### config.mk
export PLATFORM = sky130hd
export DESIGN_NAME = i2c_eeprom_slave
export DESIGN_NICKNAME = d
export VERILOG_FILES = /design/src/rtl/i2cee_pkg.sv /design/src/rtl/i2cee_line_sampler.sv /design/src/rtl/i2cee_image_rom.sv /design/src/rtl/i2cee_bit_engine.sv /design/src/rtl/i2c_eeprom_slave.sv
export SDC_FILE = /design/constraint.sdc
export NUM_CORES = 1
export LEC_CHECK = 0
export ABC_AREA = 1
export CAP_MARGIN = 5
export CORE_MARGIN = 3
export CORE_UTILIZATION = 55
export CTS_BUF_LIST = sky130_fd_sc_hd__clkbuf_16
export CTS_CLUSTER_DIAMETER = 120
export CTS_CLUSTER_SIZE = 10
export DETAILED_ROUTE_END_ITERATION = 8
export HOLD_SLACK_MARGIN = 0.06
export MAX_ROUTING_LAYER = met4
export PLACE_DENSITY = 0.77
export SYNTH_ARGS = -nofsm -noshare
export SYNTH_HDL_FRONTEND = slang
export SYNTH_SLANG_ARGS = --single-unit
### constraint.sdc
create_clock -name clk -period 0.8 [get_ports clk]
set_input_delay 0.08 -clock clk [delete_from_list [all_inputs] [get_ports clk]]
set_output_delay 0.08 -clock clk [all_outputs]
set_load 0.01 [all_outputs]
### src/rtl/i2cee_pkg.sv
package i2cee_pkg;

  localparam int BYTE_W    = 8;
  localparam int CNT_W     = 5;
  localparam int IMG_BYTES = 256;

  localparam logic [CNT_W-1:0] CNT_IDLE     = CNT_W'(0);
  localparam logic [CNT_W-1:0] CNT_FIRST    = CNT_W'(1);
  localparam logic [CNT_W-1:0] CNT_CMD_DONE = CNT_W'(BYTE_W + 1);
  localparam logic [CNT_W-1:0] CNT_ADR_DONE = CNT_W'(2 * BYTE_W + 1);

  typedef struct packed {
    logic [CNT_W-1:0]  cnt;
    logic [BYTE_W-1:0] cmd;
    logic [BYTE_W-1:0] adr;
    logic [BYTE_W-1:0] dat;
    logic              ack;
  } eng_state_t;

  localparam logic [7:0] HEAD [0:36] = '{
    8'h80, 8'h08, 8'h04, 8'h0D, 8'h0A, 8'h01, 8'h40, 8'h00,
    8'h01, 8'h75, 8'h54, 8'h00, 8'h82, 8'h08, 8'h00, 8'h01,
    8'h8F, 8'h04, 8'h02, 8'h01, 8'h01, 8'h00, 8'h0E, 8'h00,
    8'h00, 8'h00, 8'h00, 8'h14, 8'h0F, 8'h14, 8'h2D, 8'h40,
    8'h15, 8'h08, 8'h15, 8'h08, 8'h00
  };

  function automatic logic [IMG_BYTES*BYTE_W-1:0] default_image();
    logic [IMG_BYTES*BYTE_W-1:0] img;
    img = '0;
    for (int i = 0; i < 37; i++) begin
      img[i*BYTE_W +: BYTE_W] = HEAD[i];
    end
    img[8'h3E*BYTE_W +: BYTE_W] = 8'h12;
    img[8'h3F*BYTE_W +: BYTE_W] = 8'hD0;
    img[8'h7E*BYTE_W +: BYTE_W] = 8'h64;
    img[8'h7F*BYTE_W +: BYTE_W] = 8'hF4;
    return img;
  endfunction

endpackage

### src/rtl/i2cee_line_sampler.sv
module i2cee_line_sampler (
  input  logic clk,
  input  logic rst_n,
  input  logic upd,
  input  logic scl_in,
  input  logic sda_in,
  input  logic sda_store,
  output logic scl_prev,
  output logic sda_prev,
  output logic ev_cond,
  output logic ev_rise,
  output logic ev_same
);

  logic scl_d, sda_d;

  always_comb begin
    scl_d = scl_prev;
    sda_d = sda_prev;
    if (upd) begin
      scl_d = scl_in;
      sda_d = sda_store;
    end
  end

  always_ff @(posedge clk or negedge rst_n) begin
    if (!rst_n) begin
      scl_prev <= 1'b1;
      sda_prev <= 1'b1;
    end else begin
      scl_prev <= scl_d;
      sda_prev <= sda_d;
    end
  end

  assign ev_same = (sda_prev == sda_in);
  assign ev_cond = scl_prev & scl_in & ~ev_same;
  assign ev_rise = ~scl_prev & scl_in;

endmodule

### src/rtl/i2cee_image_rom.sv
module i2cee_image_rom #(
  parameter int ADDR_W = 8,
  parameter logic [(1<<ADDR_W)*i2cee_pkg::BYTE_W-1:0] IMAGE = '0
) (
  input  logic [ADDR_W-1:0]              idx,
  output logic [i2cee_pkg::BYTE_W-1:0]   q
);

  localparam int DEPTH = 1 << ADDR_W;

  logic [i2cee_pkg::BYTE_W-1:0] cells [DEPTH];

  for (genvar g = 0; g < DEPTH; g++) begin : g_cell
    assign cells[g] = IMAGE[g*i2cee_pkg::BYTE_W +: i2cee_pkg::BYTE_W];
  end

  assign q = cells[idx];

endmodule

### src/rtl/i2cee_bit_engine.sv
module i2cee_bit_engine
  import i2cee_pkg::*;
#(
  parameter int ADDR_W = 8
) (
  input  logic              clk,
  input  logic              rst_n,
  input  logic              upd,
  input  logic              sda_in,
  input  logic              ev_cond,
  input  logic              ev_rise,
  input  logic              ev_same,
  input  logic [BYTE_W-1:0] rom_q,
  output logic [ADDR_W-1:0] rom_idx,
  output logic              sda_store,
  output eng_state_t        st_q
);

  eng_state_t        st_d;
  logic [BYTE_W-1:0] adr_shift;
  logic [CNT_W-1:0]  cnt_inc;

  assign adr_shift = {st_q.adr[BYTE_W-2:0], sda_in};
  assign cnt_inc   = st_q.cnt + CNT_W'(1);
  assign rom_idx   = adr_shift[ADDR_W-1:0];

  always_comb begin
    st_d      = st_q;
    sda_store = sda_in;
    if (upd) begin
      if (ev_cond) begin
        if (!sda_in) begin
          st_d.cnt = CNT_FIRST;
          st_d.cmd = '0;
        end
      end else if (st_q.cnt == CNT_IDLE && !st_q.ack) begin
        st_d = st_q;
      end else if (ev_rise) begin
        if (st_q.ack) begin
          sda_store = 1'b0;
          st_d.ack  = 1'b0;
        end else if (ev_same) begin
          if (st_q.cnt < CNT_CMD_DONE) begin
            st_d.cmd = {st_q.cmd[BYTE_W-2:0], sda_in};
            st_d.cnt = cnt_inc;
            if (cnt_inc == CNT_CMD_DONE) begin
              st_d.ack = 1'b1;
            end
          end else if (st_q.cnt < CNT_ADR_DONE) begin
            if (st_q.cmd[0]) begin
              sda_store = st_q.dat[BYTE_W-1];
            end
            st_d.adr = adr_shift;
            st_d.dat = {st_q.dat[BYTE_W-2:0], 1'b0};
            if (cnt_inc == CNT_ADR_DONE) begin
              st_d.dat = rom_q;
              st_d.ack = 1'b1;
              st_d.cnt = CNT_IDLE;
            end else begin
              st_d.cnt = cnt_inc;
            end
          end else begin
            sda_store = 1'b0;
          end
        end
      end
    end
  end

  always_ff @(posedge clk or negedge rst_n) begin
    if (!rst_n) begin
      st_q <= '0;
    end else if (upd) begin
      st_q <= st_d;
    end
  end

endmodule

### src/rtl/i2c_eeprom_slave.sv
module i2c_eeprom_slave
  import i2cee_pkg::*;
#(
  parameter int ADDR_W = 8,
  parameter logic [(1<<ADDR_W)*BYTE_W-1:0] IMAGE = default_image()
) (
  input  logic clk,
  input  logic rst_n,
  input  logic bus_upd,
  input  logic scl_lvl,
  input  logic sda_lvl,
  output logic sda_ret
);

  logic [1:0]        rst_pipe;
  logic              rst_sync_n;
  logic              scl_prev, sda_prev;
  logic              ev_cond, ev_rise, ev_same;
  logic              sda_store;
  logic [ADDR_W-1:0] rom_idx;
  logic [BYTE_W-1:0] rom_q;
  eng_state_t        eng_st;

  always_ff @(posedge clk or negedge rst_n) begin
    if (!rst_n) begin
      rst_pipe <= 2'b00;
    end else begin
      rst_pipe <= {rst_pipe[0], 1'b1};
    end
  end
  assign rst_sync_n = rst_pipe[1];

  i2cee_line_sampler u_lines (
    .clk       (clk),
    .rst_n     (rst_sync_n),
    .upd       (bus_upd),
    .scl_in    (scl_lvl),
    .sda_in    (sda_lvl),
    .sda_store (sda_store),
    .scl_prev  (scl_prev),
    .sda_prev  (sda_prev),
    .ev_cond   (ev_cond),
    .ev_rise   (ev_rise),
    .ev_same   (ev_same)
  );

  i2cee_bit_engine #(.ADDR_W(ADDR_W)) u_engine (
    .clk       (clk),
    .rst_n     (rst_sync_n),
    .upd       (bus_upd),
    .sda_in    (sda_lvl),
    .ev_cond   (ev_cond),
    .ev_rise   (ev_rise),
    .ev_same   (ev_same),
    .rom_q     (rom_q),
    .rom_idx   (rom_idx),
    .sda_store (sda_store),
    .st_q      (eng_st)
  );

  i2cee_image_rom #(.ADDR_W(ADDR_W), .IMAGE(IMAGE)) u_rom (
    .idx (rom_idx),
    .q   (rom_q)
  );

  assign sda_ret = sda_prev;

endmodule

======== Yosys cells after proc, flatten, opt, wreduce, memory -nomap -nowiden ========
Memories as Yosys holds them, arrays and structs flattened.
Index checks and enable logic that the tools add are counted.
storage, ports and cells
  bits in registers ....................... 33
  output and inout port bits .............. 1
  memories ................................ 1
  ROM bits ................................ 2048
  bits of input ports ..................... 5
operators by class
  reduce and logical (&&, ||, !) cells .... 11
  muxes and demuxes ....................... 26
  order comparisons ....................... 3
  bitwise gates (word level) .............. 10
  add/sub/neg operators ................... 1
  equal/unequal tests ..................... 6
memories
  memory           depth  width  read ports  clocked after Yosys merged registers in  wr ports  line                   text
  (no name shown)  256    8      1           0                                        0         i2cee_image_rom.sv:17  assign q = cells[idx];
operators with widths
  cell                                                number
  2-to-1 mux 30 bit                                   3
  2-to-1 mux 29 bit                                   1
  2-to-1 mux 13 bit                                   2
  2-to-1 mux 8 bit                                    3
  2-to-1 mux 17 bit                                   1
  2-to-1 mux 16 bit                                   1
  2-to-1 mux 5 bit                                    3
  AND reduction 7 bit                                 2
  2-to-1 mux 1 bit                                    11
  >= comparator 9 bit, second input constant          1
  2-to-1 mux 9 bit                                    1
  NOT 8 -> 9 bit                                      1
  AND reduction 8 bit                                 1
  != test 2 bit, second input constant                3
  NOT 1 bit                                           6
  nonzero test 2 bit                                  3
  adder 5 x 1 -> 5 bit, second input constant         1
  == test 5 x 4 -> 1 bit, second input constant       1
  == test 5 bit, second input constant                1
  zero test 5 bit                                     1
  < comparator 5 x 4 -> 1 bit, second input constant  1
  < comparator 5 bit, second input constant           1
  AND reduction 4 bit                                 1
  AND 1 bit                                           3
  4 further kinds                                     4

======== Depth between registers and ports, before layout ========
Gate-level depths: netlist of run 1.
  word-level depth ........................ 12
  gate-level depth with buffers ........... 11

======== By module ========
Synthesis of run 1 repeated with hierarchy kept, for this count alone.
unflattened totals
  cells, all modules ...................... 370
  area, all modules ....................... 2517.4 um^2
modules (own cells, without submodules)
  module              area an instance (um^2)  seq. area each (um^2)  times used  cells each
  i2cee_bit_engine    1826.8                   750.7                  1           247
  i2cee_image_rom     525.5                    0.0                    1           105
  i2cee_line_sampler  111.4                    52.6                   1           15
  i2c_eeprom_slave    53.8                     50.0                   1           3

======== Worst setup path after synthesis of run 1 ========
OpenSTA, ideal clock, no wires.
  path type ............................... reg2reg
  start ................................... register u_lines.sda_prev
  end ..................................... register u_engine.st_q[7] in the netlist's numbering
  library setup time ...................... 117 ps
  arrival ................................. 1714 ps
  path buffers ............................ 1
  path slack .............................. -1030 ps
  data required time ...................... 683 ps
  stages on the path, launching flop included .. 11
  cell sequence ........................... dfstp_2 ha_1 nor2_1 nand2_2 nor2_8 nand2_4 nor2_4 buf_6 nand2_2 a21oi_2 nor2_1
between the ends
  cells in the longest elaborated chain, start to end .. 5
ends and longest elaborated chain
  what                             line                      text
  start: declaration               i2cee_line_sampler.sv:9   output logic sda_prev,
  start signal: assignment         i2cee_line_sampler.sv:29  sda_prev <= 1'b1;
  start signal: assignment         i2cee_line_sampler.sv:32  sda_prev <= sda_d;
  == test 1 bit *                  i2cee_line_sampler.sv:36  assign ev_same = (sda_prev == sda_in);
  NOT 1 bit                        i2cee_line_sampler.sv:37  assign ev_cond = scl_prev & scl_in & ~ev_same;
  AND 1 bit                        i2cee_line_sampler.sv:37
  NOT 1 bit (no line)              n/a
  AND reduction 8 bit (no line) *  n/a
  end signal: assignment           i2cee_bit_engine.sv:74    st_q <= st_d;
  end: declaration                 i2cee_bit_engine.sv:16    output eng_state_t st_q
Mark *: on every way between the ends. The rest lies on a longest branch, timed or not.
A chain may end at the register's enable or synchronous reset.

======== Worst setup path after layout of run 1 ========
  start ................................... input port sda_lvl
  end ..................................... register u_engine.st_q[2] in the netlist's numbering
between the ends
  cells in the longest elaborated chain, start to end .. 5
ends and longest elaborated chain
  what                                                                   line                                             text
  start: declaration                                                     i2c_eeprom_slave.sv:11                           input logic sda_lvl,
  NOT 8 -> 9 bit (implied by the code) or == test 1 bit (tied branches)  i2cee_image_rom.sv:17, i2cee_line_sampler.sv:36
  memory read (256 x 8 bit) or NOT 1 bit (tied branches)                 n/a
  2-to-1 mux 8 bit (implied by the code) or AND 1 bit (tied branches)    i2cee_image_rom.sv:17, i2cee_line_sampler.sv:37
  2-to-1 mux 8 bit (implied by the code) or NOT 1 bit (tied branches)    n/a
  2-to-1 mux 9 bit or AND reduction 8 bit (tied branches)                n/a
Parallel ways exist; a longest one is shown, timed or not. The select of a mux whose other input is x is not followed.

==> impl_results.md, run 1 <==
* Post-Place Cells at 371
* Vias/cell at 6.56
* Int Power at 0.00512 W
* Pwr Density at 3510 nW/um^2
* Final setup margin at -1140 ps
* Peak VDD IR at 0.00234 V
* RSZ-0062 raised after global routing: yes
* DR DRC count at 1
* Clk pin slew, worst setup/hold paths at 70 ps
* Max-cap violations at 0
* Final min period at 1940 ps
* Nets at 359
* GRT Overall Usage at 32.0%
* Commonest cells after routing, fill and taps aside: nand2_1, buf_4, nand3_1
* RePlAce Congestion at 1.01
* CP required at 940 ps
* Post-Route WL at 7990 um
* Sequential share of power at 23.5%
* Switching share of power at 48.9%
* Total CTS buffers at 3
* Die width at 65.2 um
* Synth warnings at 0
* Port bufs at 5
* Initial antenna violation count at 0
* Rows at 20
* Area grow syn2layout at 48.1%
* Setup violators final at 24
* Mapped Nets at 290
* CP Data Arrival Time at 2080 ps
* Clk_skew at 4.81 ps
* Hpwl dp at 3660 um
* Setup TNS at -22300 ps
* DIE HEIGHT at 65.2 um
* Core footprint at 3200 um^2
* Mapped Cells at 277
* Clock power share at 11.7%
* Fraction of layout instances using a drive strength above 1 at 40.6%
* GRT overflow at 0
* Avg Inst Size Synth at 6.97 um^2
* Run status: finished, violations left
* # fillers at 139
* Post-Syn Area at 1930 um^2
* Critical path type: input port to flop
* Leak at 1.42 nW
* Non-filler cells, final at 389
* Clk sinks at 26
* Crit share post-route at 242%
* Maximum buffer depth of the clock tree at 2
* Vias at 2552
* First-pass GRT wire length at 10200 um
* Final hold vios at 0
* Cell variety after synth at 34
* H-tree depth at 1
* Largest net degree at the start of global routing at 19
* Post-synthesis sequential area ratio at 33.9%
* Initial Utilization at 60.2%
* Drt wl/cell at 20.5 um
* CTS tree: yes
* I/O pin count at 6
* CP Capture Type: flop
* Slew Limit Fails at 0
* Synth Register Bits at 26
* Clk Latency, worst-skew pair at 270 ps
* FMAX at 516 MHz
* Number of global-route vias before repair at 2167
* CP Max Fanout at 5
* Failing checks: design-rule violations, negative setup slack
* Clock Root Buffer: clkbuf_16
* CP Launch Type: input port
* Combinational share of power at 64.8%
* Drt first pass iters at 9
* DRC violation total after the first TritonRoute iteration at 445
* P_sw at 0.00491 W
* Hold Path Class: flop to async pin
* Antenna Cells at 0
* Commonest non-fill, non-tap cell in the layout: nand2_1
* Antenna viol nets, final at 0
* Die area at 4250 um^2
## layout make-up
class	count	area [um^2]	area share (%)
inverter	28	105	3.68
clock buffer	3	75.1	2.63
clock inverter	1	3.75	0.131
timing repair buffer	69	594	20.8
tap	44	55.1	1.93
sequential	26	657	23.0
multi-input combinational	218	1370	47.8
## state kept, by name, indices dropped and copies added, names as in the netlist
register          cells
u_engine.st_q        15
u_engine.rom_idx      7
rst_pipe              2
u_lines.scl_prev      1
u_lines.sda_prev      1
## power by group through the flow
stage	Combinational, W	Sequential [W]	Clock (W)
floorplan	0.00292	0.00213	0
global placement	0.00461	0.00221	0
detailed placement	0.00473	0.00223	0
CTS	0.00515	0.00224	0.00113
global route	0.00684	0.00237	0.00122
finish	0.00651	0.00236	0.00117
## repair_timing
action                                 in CTS  in global routing
cloned                                      1                  0
hold buffers                                1                  0
resized for setup                          35                 50
pin swaps                                  18                 15
endpoints found under the hold margin       2                  0
buffers inserted                            8                  5
setup endpoints to repair                  25                 25
## worst paths after layout
kind                                       endpoint        startpoint  cells past startpoint  slack [ps]
worst max-delay path               u_engine.st_q[2]           sda_lvl                      9       -1140
worst min-delay path            u_engine.rom_idx[1]       rst_pipe[1]                      1         210
worst min register to register  u_engine.rom_idx[1]       rst_pipe[1]                      1         210
max in group asynchronous               rst_pipe[0]             rst_n                      2         150
worst max register to register     u_engine.st_q[3]  u_lines.sda_prev                      7       -1060
min in group clk                        rst_pipe[1]       rst_pipe[0]                      0         370
## cells by family after synthesis
group           synth area share (%)
buf+inv                         7.59
simple gates                    41.6
fa+ha+maj                       5.19
other cells                    0.194
flops                           33.9
compound gates                  11.6
## metrics by stage
stage               hold slack, ps  util, %  power, W  cell area [um^2]  setup slack (ps)
CTS                            163     82.9   0.00852              2650              -894
global route                   224     89.2    0.0104              2860             -1180
finish                         208     89.2    0.0100              2860             -1140
detailed placement             157     75.0   0.00695              2400             -1130
global placement               154     75.0   0.00682              2400             -1070
floorplan                     -216        -   0.00505              1960              -903
## Yosys cell counts (all sizes together)
| master | instances | share of area [%] |
|---|---|---|
| o21bai | 1 | 0.39 |
| a21o | 1 | 0.39 |
| o211ai | 1 | 0.39 |
| nor2 | 30 | 8.6 |
| nand3 | 33 | 9.2 |
| o21ai | 26 | 6.9 |
| dfrtp | 24 | 31 |
| or2 | 4 | 1.3 |
| buf | 6 | 2.1 |
| nand2 | 93 | 20 |
| conb | 1 | 0.19 |
| o31ai | 1 | 0.39 |
| dfstp | 2 | 2.7 |
| nand4 | 7 | 2.3 |
| a21oi | 9 | 3.1 |
| ha | 8 | 5.2 |
| nor3 | 1 | 0.26 |
| nor3b | 1 | 0.39 |
| inv | 28 | 5.4 |
## metal layers
metal	GRT usage [%]	vias up	wire (um)	part of all wire (%)
met4	16.1	0	674	8.4
met1	38.8	1152	2900	36
met3	5.81	84	972	12
met2	51.1	274	3440	43
li1	-	1042	-	-
met5	-	-	0	0
## worst max-delay path: stages
cell and delay, ps:
clkdlybuf4s50_1 580, inv_1 130, ha_1 210, nand2_1 180, inv_1 100, o21ai_0 210
nand3_1 210, nand4_1 270, a21oi_1 110
No activity file was read; power rests on OpenSTA's default activity.
==> run 2, diff against run 1 <==
--- a/config.mk
+++ b/config.mk
@@ -8,14 +8,15 @@
 export ABC_AREA = 1
 export CAP_MARGIN = 5
 export CORE_MARGIN = 3
-export CORE_UTILIZATION = 55
+export CORE_UTILIZATION = 40
 export CTS_BUF_LIST = sky130_fd_sc_hd__clkbuf_16
 export CTS_CLUSTER_DIAMETER = 120
 export CTS_CLUSTER_SIZE = 10
 export DETAILED_ROUTE_END_ITERATION = 8
 export HOLD_SLACK_MARGIN = 0.06
 export MAX_ROUTING_LAYER = met4
-export PLACE_DENSITY = 0.77
+export PLACE_DENSITY = 0.6
+export SLEW_MARGIN = 20
 export SYNTH_ARGS = -nofsm -noshare
 export SYNTH_HDL_FRONTEND = slang
 export SYNTH_SLANG_ARGS = --single-unit
==> run 2 against run 1 <==
Net effect: the run ends with negative setup slack left; register-to-register slack better by 160 ps; global-route usage is 12 points lower; combinational power is 18% lower; core utilization is 28 points lower; worst setup slack better by 240 ps; fmax is 14% higher; sequential power is 4% lower; critical path type is now flop to flop; largest power group unchanged.
==> impl_results.md, run 2 (same netlist as run 1, synthesis figures left out) <==
* Final min period at 1700 ps
* Commonest non-fill, non-tap cell in the layout: nand2_1
* Maximum buffer depth of the clock tree at 2
* Vias/cell at 5.13
* Rows at 24
* Sequential share of power at 25.7%
* Vias at 2000
* I/O pin count at 6
* Die area at 5690 um^2
* Clock power share at 13.0%
* Max reg flops at 15
* Hold Path Class: flop to async pin
* Fin area at 2740 um^2
* Drt first pass iters at 6
* DIE HEIGHT at 75.5 um
* CTS tree: yes
* Fraction of layout instances using a drive strength above 1 at 37.0%
* Slew Limit Fails at 0
* Clk pin slew, worst setup/hold paths at 70 ps
* Commonest cells after routing, fill and taps aside: nand2_1, buf_4, nand3_1
* Leak at 1.35 nW
* Final hold vios at 0
* Nets at 352
* Int Power at 0.00488 W
* Clk Latency, worst-skew pair at 260 ps
* Initial Utilization at 42.8%
* Antenna Cells at 0
* Layout Utilization at 60.9%
* Dpl cell area at 2430 um^2
* GRT Overall Usage at 19.5%
* DR DRC count at 0
* CP Capture Type: flop
* Max-cap violations at 0
* Run status: finished, violations left
* Reg with most FFs: u_engine.st_q
* Crit share post-route at 213%
* CP Data Arrival Time at 1840 ps
* CP Launch Type: flop
* First-pass GRT wire length at 8350 um
* Final setup margin at -900 ps
* Slowest stage cell, crit path: dfstp_2
* Port bufs at 5
* P_sw at 0.00388 W
* Initial antenna violation count at 0
* Crit-path max cell delay at 560 ps
* Number of global-route vias before repair at 1881
* Hpwl dp at 3580 um
* Failing checks: negative setup slack
* Antenna viol nets, final at 0
* Critical-path cell list: ha_4, nor2_4, nand2_4, nor2_8, buf_4, nand3_1, a21o_1, nand2_1, o21ai_0
* Clk_skew at 5.04 ps
* Core footprint at 4500 um^2
* Critical path type: flop to flop
* Switching share of power at 44.3%
* CP required at 940 ps
* FMAX at 588 MHz
* RePlAce Congestion at 0.954
* RSZ-0062 raised after global routing: yes
* DRC violation total after the first TritonRoute iteration at 94
* Drt wl/cell at 12.9 um
* Die width at 75.5 um
* Total CTS buffers at 3
* H-tree depth at 1
* Largest net degree at the start of global routing at 25
* Peak VDD IR at 0.00153 V
* Clock Root Buffer: clkbuf_16
* Post-Route WL at 5050 um
* Clk sinks at 26
* Setup violators final at 24
* Area grow syn2layout at 42.2%
* Combinational share of power at 61.2%
* CP Max Fanout at 6
* Pwr Density at 3190 nW/um^2
* GRT overflow at 0
-- run 2: cell types whose count changed in the layout (fill, tap and decap cells not counted), sizes merged --
| cell | previous run | this run |
|---|---|---|
| buf | 64 | 57 |
| clkinv | 1 | 0 |
| inv | 28 | 29 |
-- run 2: repair_timing --
| action | 4_1_cts | 5_1_grt |
|---|---|---|
| pin swaps | 14 | 13 |
| setup endpoints to repair | 25 | 24 |
| gates cloned | 0 | 1 |
| hold buffers | 1 | 0 |
| buffers inserted | 3 | 1 |
| resized for setup | 40 | 21 |
| hold endpoints to repair | 2 | 0 |
-- run 2: cell type report --
type / count / area, um^2
Clock buffer: 3 / 75.1
Inverter: 28 / 105
Clock inverter: 1 / 3.75
Timing Repair Buffer: 62 / 539
Tap cell: 52 / 65.1
Fill cell: 417 / 1760
Multi-Input combinational cell: 218 / 1300
Sequential cell: 26 / 656
-- run 2: power by group through the flow --
stage	Combinational, W	Sequential [W]	Clock [W]
after floorplan	0.00292	0.00213	0
after global placement	0.00472	0.00221	0
after detailed placement	0.00475	0.00221	0
after CTS	0.00506	0.00222	0.00119
after global routing	0.00596	0.00233	0.00122
final	0.00537	0.00226	0.00114
-- run 2: final timing paths --
check,startpoint,end,slack (ps),depth (start not counted)
setup / recovery,u_lines.sda_prev,u_engine.st_q[17],-900,9
hold / removal,rst_pipe[1],u_engine.rom_idx[1],210,1
setup reg to reg,u_lines.sda_prev,u_engine.st_q[17],-900,9
hold reg to reg,rst_pipe[1],u_engine.rom_idx[1],210,1
max in group asynchronous,rst_n,rst_pipe[1],160,2
min in group clk,rst_pipe[0],rst_pipe[1],360,0
-- run 2: metrics by stage --
step / setup slack, ps / setup TNS, ps / hold slack [ps] / total power (W) / std cells
global placement: -1060 / -23870 / 212 / 0.00694 / 380
floorplan: -903 / -18490 / -216 / 0.00505 / 277
finish: -900 / -19990 / 210 / 0.00876 / 390
global route: -998 / -22170 / 223 / 0.00950 / 390
CTS: -894 / -19990 / 218 / 0.00848 / 388
detailed placement: -1080 / -24370 / 213 / 0.00696 / 380
-- run 2: routing by layer --
metal  wire [um]  vias to the layer above  global-route usage (%)
met1        2510                      926                    26.4
li1            -                     1028                       -
met3         153                        4                    2.64
met2        2350                       42                    30.4
met4          36                        0                    5.44
met5           0                        -                       -
-- run 2: critical path, delay by kind of cell (launching register included) --
family / cells / cell delay [ps]
buf+inv: 1 / 150
simple gates: 5 / 430
compound gates: 2 / 250
fa+ha+maj: 1 / 210
flops: 1 / 560
